`src/rtl/bmdma_pkg.sv`:
```
package bmdma_pkg;
  localparam logic [2:0] CMD_OFS  = 3'd0;
  localparam logic [2:0] STAT_OFS = 3'd2;
  localparam logic [2:0] PTR_OFS  = 3'd4;

  // command bit positions
  localparam int unsigned CMD_RUN = 0;
  localparam int unsigned CMD_DIR = 3;

  // status bit positions
  localparam int unsigned ST_ACT  = 0;
  localparam int unsigned ST_ERR  = 1;
  localparam int unsigned ST_INT  = 2;
  localparam int unsigned ST_AUXA = 3;
  localparam int unsigned ST_AUXB = 4;
  localparam int unsigned ST_CAP0 = 5;
  localparam int unsigned ST_CAP1 = 6;

  localparam logic [7:0] BAD_FLAG = 8'h10;

  typedef enum logic [1:0] {
    TMO_WAIT  = 2'd0,
    TMO_FAIL  = 2'd1,
    TMO_RESET = 2'd2
  } tmo_e;
endpackage

```
`src/rtl/bmdma_cmd_reg.sv`:
```
module bmdma_cmd_reg
  import bmdma_pkg::*;
(
  input  logic       clk,
  input  logic       rst_n,
  input  logic       we,
  input  logic       run_in,
  input  logic       dir_in,
  output logic       run,
  output logic       to_mem,
  output logic [7:0] cmd_byte
);
  logic run_q, dir_q;

  always_ff @(posedge clk) begin
    if (!rst_n) begin
      run_q <= 1'b0;
      dir_q <= 1'b0;
    end else if (we) begin
      run_q <= run_in;
      dir_q <= dir_in;
    end
  end

  always_comb begin
    cmd_byte          = 8'h00;
    cmd_byte[CMD_RUN] = run_q;
    cmd_byte[CMD_DIR] = dir_q;
  end

  assign run    = run_q;
  assign to_mem = dir_q;
endmodule

```
`src/rtl/bmdma_stat_reg.sv`:
```
module bmdma_stat_reg
  import bmdma_pkg::*;
(
  input  logic       clk,
  input  logic       rst_n,
  input  logic       we,
  input  logic [6:1] wr_bits,
  input  logic       act_lvl,
  input  logic       err_evt,
  input  logic       int_evt,
  output logic [7:0] stat
);
  logic act_q, err_q, int_q;
  logic [3:0] flag_q;   // bits 6:3, plain read/write

  always_ff @(posedge clk) begin
    if (!rst_n) begin
      act_q  <= 1'b0;
      err_q  <= 1'b0;
      int_q  <= 1'b0;
      flag_q <= '0;
    end else begin
      act_q <= act_lvl;
      // an event in the same cycle as a clear wins
      err_q <= (err_q & ~(we & wr_bits[ST_ERR])) | err_evt;
      int_q <= (int_q & ~(we & wr_bits[ST_INT])) | int_evt;
      if (we) flag_q <= wr_bits[ST_CAP1:ST_AUXA];
    end
  end

  assign stat = {1'b0, flag_q, int_q, err_q, act_q};
endmodule

```
`src/rtl/bmdma_ptr_reg.sv`:
```
module bmdma_ptr_reg #(
  parameter int unsigned PTR_W      = 32,
  parameter int unsigned ALIGN_BITS = 2
) (
  input  logic                        clk,
  input  logic                        rst_n,
  input  logic                        we,
  input  logic [PTR_W/8-1:0]          be,
  input  logic [PTR_W-1:ALIGN_BITS]   hi_wdata,
  output logic [PTR_W-1:0]            ptr
);
  logic [PTR_W-1:ALIGN_BITS] q;

  for (genvar b = 0; b < PTR_W; b++) begin : g_bit
    if (b < ALIGN_BITS) begin : g_zero
      assign ptr[b] = 1'b0;
    end else begin : g_flop
      always_ff @(posedge clk) begin
        if (!rst_n) q[b] <= 1'b0;
        else if (we && be[b/8]) q[b] <= hi_wdata[b];
      end
      assign ptr[b] = q[b];
    end
  end
endmodule

```
`src/rtl/bmdma_verdict.sv`:
```
module bmdma_verdict
  import bmdma_pkg::*;
(
  input  logic [7:0] stat,
  output logic       ok,
  output logic [7:0] code,
  output logic [1:0] tmo
);
  tmo_e v;

  always_comb begin
    ok   = ({stat[ST_INT], stat[ST_ERR], stat[ST_ACT]} == 3'b100);
    code = ok ? 8'h00 : (stat | BAD_FLAG);

    if (stat[ST_AUXA] && stat[ST_AUXB])       v = TMO_WAIT;
    else if (stat[ST_ERR])                    v = TMO_FAIL;
    else if (stat[ST_ACT] || stat[ST_INT])    v = TMO_WAIT;
    else                                      v = TMO_RESET;

    tmo = v;
  end
endmodule

```
`src/rtl/bmdma_regs.sv`:
```
module bmdma_regs
  import bmdma_pkg::*;
#(
  parameter int unsigned PTR_W      = 32,
  parameter int unsigned ALIGN_BITS = 2
) (
  input  logic               clk,
  input  logic               rst_n,
  input  logic               reg_wr,
  input  logic [2:0]         reg_addr,
  input  logic [PTR_W/8-1:0] reg_be,
  input  logic [PTR_W-1:0]   reg_wdata,
  output logic [PTR_W-1:0]   reg_rdata,
  input  logic               eng_active,
  input  logic               eng_err,
  input  logic               eng_intr,
  output logic               dma_start,
  output logic               dma_to_mem,
  output logic [PTR_W-1:0]   table_ptr,
  output logic               irq,
  output logic               done_ok,
  output logic [7:0]         done_code,
  output logic [1:0]         tmo_verdict
);
  localparam int unsigned PAD_W = PTR_W - 8;

  logic       cmd_we, stat_we, ptr_we;
  logic [7:0] cmd_byte, stat_q;

  assign cmd_we  = reg_wr && (reg_addr == CMD_OFS)  && reg_be[0];
  assign stat_we = reg_wr && (reg_addr == STAT_OFS) && reg_be[0];
  assign ptr_we  = reg_wr && (reg_addr == PTR_OFS);

  bmdma_cmd_reg u_cmd (
    .clk      (clk),
    .rst_n    (rst_n),
    .we       (cmd_we),
    .run_in   (reg_wdata[CMD_RUN]),
    .dir_in   (reg_wdata[CMD_DIR]),
    .run      (dma_start),
    .to_mem   (dma_to_mem),
    .cmd_byte (cmd_byte)
  );

  bmdma_stat_reg u_stat (
    .clk     (clk),
    .rst_n   (rst_n),
    .we      (stat_we),
    .wr_bits (reg_wdata[6:1]),
    .act_lvl (eng_active),
    .err_evt (eng_err),
    .int_evt (eng_intr),
    .stat    (stat_q)
  );

  bmdma_ptr_reg #(.PTR_W(PTR_W), .ALIGN_BITS(ALIGN_BITS)) u_ptr (
    .clk      (clk),
    .rst_n    (rst_n),
    .we       (ptr_we),
    .be       (reg_be),
    .hi_wdata (reg_wdata[PTR_W-1:ALIGN_BITS]),
    .ptr      (table_ptr)
  );

  bmdma_verdict u_verdict (
    .stat (stat_q),
    .ok   (done_ok),
    .code (done_code),
    .tmo  (tmo_verdict)
  );

  assign irq = stat_q[ST_INT];

  always_comb begin
    unique case (reg_addr)
      CMD_OFS:  reg_rdata = {{PAD_W{1'b0}}, cmd_byte};
      STAT_OFS: reg_rdata = {{PAD_W{1'b0}}, stat_q};
      PTR_OFS:  reg_rdata = table_ptr;
      default:  reg_rdata = '0;
    endcase
  end
endmodule

```
`config.mk`:
```
export PLATFORM = sky130hd
export DESIGN_NAME = bmdma_regs
export DESIGN_NICKNAME = d
export VERILOG_FILES = /design/src/rtl/bmdma_pkg.sv /design/src/rtl/bmdma_cmd_reg.sv /design/src/rtl/bmdma_stat_reg.sv /design/src/rtl/bmdma_ptr_reg.sv /design/src/rtl/bmdma_verdict.sv /design/src/rtl/bmdma_regs.sv
export SDC_FILE = /design/constraint.sdc
export NUM_CORES = 1
export LEC_CHECK = 0
export ABC_AREA = 1
export BUFFER_PORTS_ARGS = -buffer_cell sky130_fd_sc_hd__buf_2
export CORE_MARGIN = 2
export CORE_UTILIZATION = 32
export CTS_CLUSTER_DIAMETER = 120
export DETAILED_ROUTE_END_ITERATION = 10
export GPL_TIMING_DRIVEN = 0
export SLEW_MARGIN = 20
export SYNTH_ARGS = -nofsm -noshare
export SYNTH_HDL_FRONTEND = slang
export SYNTH_SLANG_ARGS = --single-unit
```
`constraint.sdc`:
```
create_clock -name clk -period 1.3 [get_ports clk]
set_clock_uncertainty 0.2 [all_clocks]
set_input_delay 0.065 -clock clk [delete_from_list [all_inputs] [get_ports clk]]
set_output_delay 0.065 -clock clk [all_outputs]
set_load 0.02 [all_outputs]
```
After elaboration in Yosys (flattened, before gate mapping)
Index checks and enable logic that the tools add are counted.
Widths: inputs -> output; s select.
{"block": "word_totals", "reg_bits": 39, "word_cells": 64}
{"block": "op_classes", "n_reduce_logical": 12, "n_mux": 5, "n_eq_ne": 3, "bitwise": 8}
{"operator": "$pmux 32 s3", "count": 1}
{"operator": "$logic_and 1x1->1", "count": 10}
{"operator": "$mux 7", "count": 1}
{"operator": "$eq 3x3->1 const B", "count": 2}
{"operator": "$mux 2", "count": 3}
{"operator": "$and 1x1->1", "count": 4}
{"operator": "$eq 3x2->1 const B", "count": 1}
{"operator": "$logic_not 3->1", "count": 1}
{"operator": "$not 1->1", "count": 2}
{"operator": "$or 1x1->1", "count": 2}
{"operator": "$logic_or 1x1->1", "count": 1}

Longest topological paths before layout
{"block": "logic_depth", "depth_word": 7, "depth_mapped": 7, "mapped_depth_nobuf": 7}

Hierarchy
Synthesis repeated with hierarchy kept, for this count alone.
{"block": "hier_totals", "cells_unflattened": 368, "hier_area_um2": 2259.7}
{"mod": "bmdma_ptr_reg", "cells_per_inst": 194, "n_inst": 1, "area_each_um2": 1247.4}
{"mod": "bmdma_regs", "cells_per_inst": 96, "n_inst": 1, "area_each_um2": 508.0}
{"mod": "bmdma_stat_reg", "cells_per_inst": 36, "n_inst": 1, "area_each_um2": 271.5}
{"mod": "bmdma_cmd_reg", "cells_per_inst": 21, "n_inst": 1, "area_each_um2": 141.4}
{"mod": "bmdma_verdict", "cells_per_inst": 21, "n_inst": 1, "area_each_um2": 91.3}

Worst setup path after synthesis
Ideal clock, no wire load.
{"block": "synth_path", "path_type": "reg-to-output", "start": "reg u_stat.int_q", "end": "out done_code[4]", "required_time_ns": 1.035, "stages_incl_launch_ff": 4, "t_arrival_ns": 1.206, "setup_slack_ns": -0.171, "cell_sequence": "dfxtp_1 -> inv_1 -> nor2_1 -> inv_1"}
{"block": "synth_via", "elab_chain_cells": 2}
{"element": "start, declared", "line": "bmdma_stat_reg.sv:13", "text": "logic act_q, err_q, int_q;"}
{"element": "start signal, assigned", "line": "bmdma_stat_reg.sv:26", "text": "int_q <= (int_q & ~(we & wr_bits[ST_INT])) | int_evt;"}
{"element": "$eq 3x3->1", "line": "bmdma_verdict.sv:12", "text": "ok = ({stat[ST_INT], stat[ST_ERR], stat[ST_ACT]} == 3'b100);"}
{"element": "net done_ok", "line": "bmdma_regs.sv:21", "text": "output logic done_ok,"}
{"element": "$mux 7", "line": "bmdma_verdict.sv:13", "text": "code = ok ? 8'h00 : (stat | BAD_FLAG);"}
{"element": "end, declared", "line": "bmdma_regs.sv:22", "text": "output logic [7:0] done_code,"}
The timed path passes the listed nets, and every way through them passes these cells.

Worst setup path in the final report
{"block": "layout_path", "start": "reg u_stat.act_q", "end": "out done_code[3]"}
{"block": "layout_via", "elab_chain_cells": 2}
{"element": "start, declared", "line": "bmdma_stat_reg.sv:13"}
{"element": "start signal, assigned", "line": "bmdma_stat_reg.sv:23", "text": "act_q <= act_lvl;"}
{"element": "$eq 3x3->1", "line": "bmdma_verdict.sv:12"}
{"element": "$mux 7", "line": "bmdma_verdict.sv:13"}
No other way between the ends.

==> impl_metrics.toml <==
[critical_path]
critical_path.endpoint_type = "primary output"
worst_ep_arrival_time_ps = 1140
crit_required_ps = 1030
worstSetupStartpointType = "flip-flop"
timing_worst_setup_path_type = "reg2out"
crit_path_max_fanout = 5

[logic_synthesis]
synthDominantAreaCellType = "sky130_fd_sc_hd__dfxtp_1"
yosysUniqueCellTypes = 19
mapped_avg_cell_area_sq_um = 6.16
synth_top_cells_by_area = "sky130_fd_sc_hd__dfxtp_1 43%, sky130_fd_sc_hd__nor2_1 18%, sky130_fd_sc_hd__nand2_1 16%"
postSynthCellCount = 298
yosys_top_cell_area_share_pct = 42.5
synthesis.yosys.warnings = 0
ys_seq_area_share_pct = 42.5
async_flop_share_pct = 0
synth_enable_flop_cells = 0
synthTopCellsByCount = "90 x sky130_fd_sc_hd__nor2_1, 76 x sky130_fd_sc_hd__nand2_1, 40 x sky130_fd_sc_hd__inv_1, 39 x sky130_fd_sc_hd__dfxtp_1"
yosysMostFrequentCell = "sky130_fd_sc_hd__nor2_1"
register_bit_count_reported_by_yosys = 39
yosys_most_used_dff = "sky130_fd_sc_hd__dfxtp_1"
mappedNetlistArea_sq_um = 1840

[global_route]
grt_start_max_net_pins = 12
grt_first_pass_wirelength_microns = 10200
grt_pass1_vias = 2245
gr-usage-all-layers_pct = 20.3
antenna_violations_before_repair = 0
gr-total-overflow = 0

[cts]
cts_hold_buffers = 36
cts_made_buffers = 5
clk_pin_slew_ps = 70
clock_tree.htree_level_count = 2
clkLatencyLatePin_ps = 290
root_buffer = "sky130_fd_sc_hd__clkbuf_8"
maximum_clock_path_buffer_count = 2
tritoncts_clock_tree = "built"
cts.sink_count = 39

[run_status]
outcome = "finished with violations"
violations = "hold timing, setup timing"

[timing]
final.min_clock_period_ps = 1400
fin_hold_ws_ps = -38.4
final_hold_viol_count = 3
maxSlewViolCount = 0
finalWorstSetupSlack_ps = -105
min_period_over_period_pct = 108
setup_viol_count_final = 12
rsz0062_at_grt = "yes"
fmax_mhz = 712

[detailed_routing]
routed-via-count = 2375
route.detailed.vias_per_inst = 4.33
initialDrtViolationCount = 52
drt_pass1_iterations = 4
final_antenna_violating_net_count = 0
postRouteWirelength_microns = 6450
route.detailed.wl_per_inst_microns = 11.7
detail_route.drc_violations = 0

[floorplanning]
die-height_microns = 79.8
row_count = 27
start_util_pct = 33.2
die_area_sq_um = 6360
die-width_microns = 79.8
ios = 123
design.core.area_sq_um = 5540

[place]
dp_slack_ps = -173
dpl.cell_count = 490
io_buffer_count = 118
dpl.hpwl_microns = 4330
routabilityCongestion = 0.748

[finish]
insertedDiodeCount = 0
post_route_cells_drive_above_1_share_pct = 36.9
p_r_area_growth_vs_syn_pct = 76.0
post-route-util_pct = 58.3
stdcell_count = 549
finalNetCount = 521

[min_path]
hold_path_class = "in2reg"

[power_and_ir_drop]
vdd.ir_drop.worst_v = 0.000562
power.static_leakage_nw = 1.79
p_per_area_nw_per_um2 = 819

[flow_run]
maxCapViolations = 0
-- worst max-delay path, stage by stage, from the launching register on --
cell                      delay (ps)
sky130_fd_sc_hd__dfxtp_4         360
sky130_fd_sc_hd__nor2_4           90
sky130_fd_sc_hd__inv_2            50
sky130_fd_sc_hd__nor2_4          130
sky130_fd_sc_hd__nor2_1           60
sky130_fd_sc_hd__buf_4           150
-- path summary, 6_finish.rpt --
check / cells past startpoint / start / end / slack [ps]
max: 5 / u_stat.act_q$_SDFF_PN0_ / done_code[3] / -100
min: 5 / reg_be[2] / u_ptr.ptr[21]$_SDFFE_PN0P_ / -40
max reg2reg: 3 / u_stat.err_q$_SDFF_PN0_ / u_stat.err_q$_SDFF_PN0_ / 410
min reg2reg: 2 / u_cmd.to_mem$_SDFFE_PN0P_ / u_cmd.to_mem$_SDFFE_PN0P_ / 270
-- power breakdown --
part	switching (mW)	internal (mW)
sequential	0.0190	1.22
clock	0.430	0.485
combinational	0.252	0.238
-- logic make-up (layout without fill, tap and decap cells) --
group	Yosys count	in the layout	share of synthesized area [%]
simple gates	184	184	39.6
buf+inv	56	233	12.7
flops	39	39	42.5
compound gates	18	18	5.04
other cells	1	3	0.204
-- stage by stage --
| step | area (sq um) | power [mW] | setup TNS (ps) |
|---|---|---|---|
| finish | 3230 | 2.65 | -686 |
| global route | 3230 | 2.77 | -1340 |
| CTS | 3070 | 2.63 | -1020 |
| detailed placement | 2530 | 1.61 | -6410 |
| global placement | 2530 | 1.61 | -5920 |
| floorplan | 1850 | 1.46 | 0 |
-- state kept, by name, summed over array words and instances (netlist names) --
signal / cells
u_cmd.run: 1
u_cmd.to_mem: 1
u_ptr.ptr: 30
u_stat.act_q: 1
u_stat.err_q: 1
u_stat.flag_q: 4
u_stat.int_q: 1
-- metal layers --
layer | share of wire, % | vias up | wire [microns] | GRT usage [%]
met3 | 7.5 | 9 | 482 | 5.88
li1 | - | 1236 | - | -
met4 | 1.7 | 0 | 109 | 7.29
met1 | 42 | 1046 | 2710 | 23.3
met5 | 0 | - | 0 | 0
met2 | 49 | 84 | 3150 | 35.6
-- layout make-up --
| class | instances | area [sq um] |
|---|---|---|
| plain buffers | 15 | 97.6 |
| clock buffers | 8 | 100 |
| fillers | 549 | 2310 |
| inverters | 41 | 158 |
| multi-input cells | 205 | 868 |
| flip-flops and latches | 39 | 795 |
| well taps | 72 | 90.1 |
| repair buffers | 168 | 1120 |
| repair inverters | 1 | 7.51 |
-- placed cells by master (no fill, tap or decap), drive strengths merged --
cell and count:
buf 144, nor2 91, nand2 77, inv 40
dfxtp 39, dlygate4sd3 36, clkbuf 11, nand3 10
a21oi 10, o21ai 7, nand4 3, conb 3
clkinvlp 2, nor3 2, nand3b 1, o211ai 1
-- what timing repair did --
item	4_1_cts	5_1_grt
pin swaps	5	5
cloned	0	1
endpoints found under the hold margin	39	2
gates resized for setup	19	35
setup buffers	4	10
endpoints found under the setup margin	32	52
Note: power is estimated with default switching activity, not from simulation.
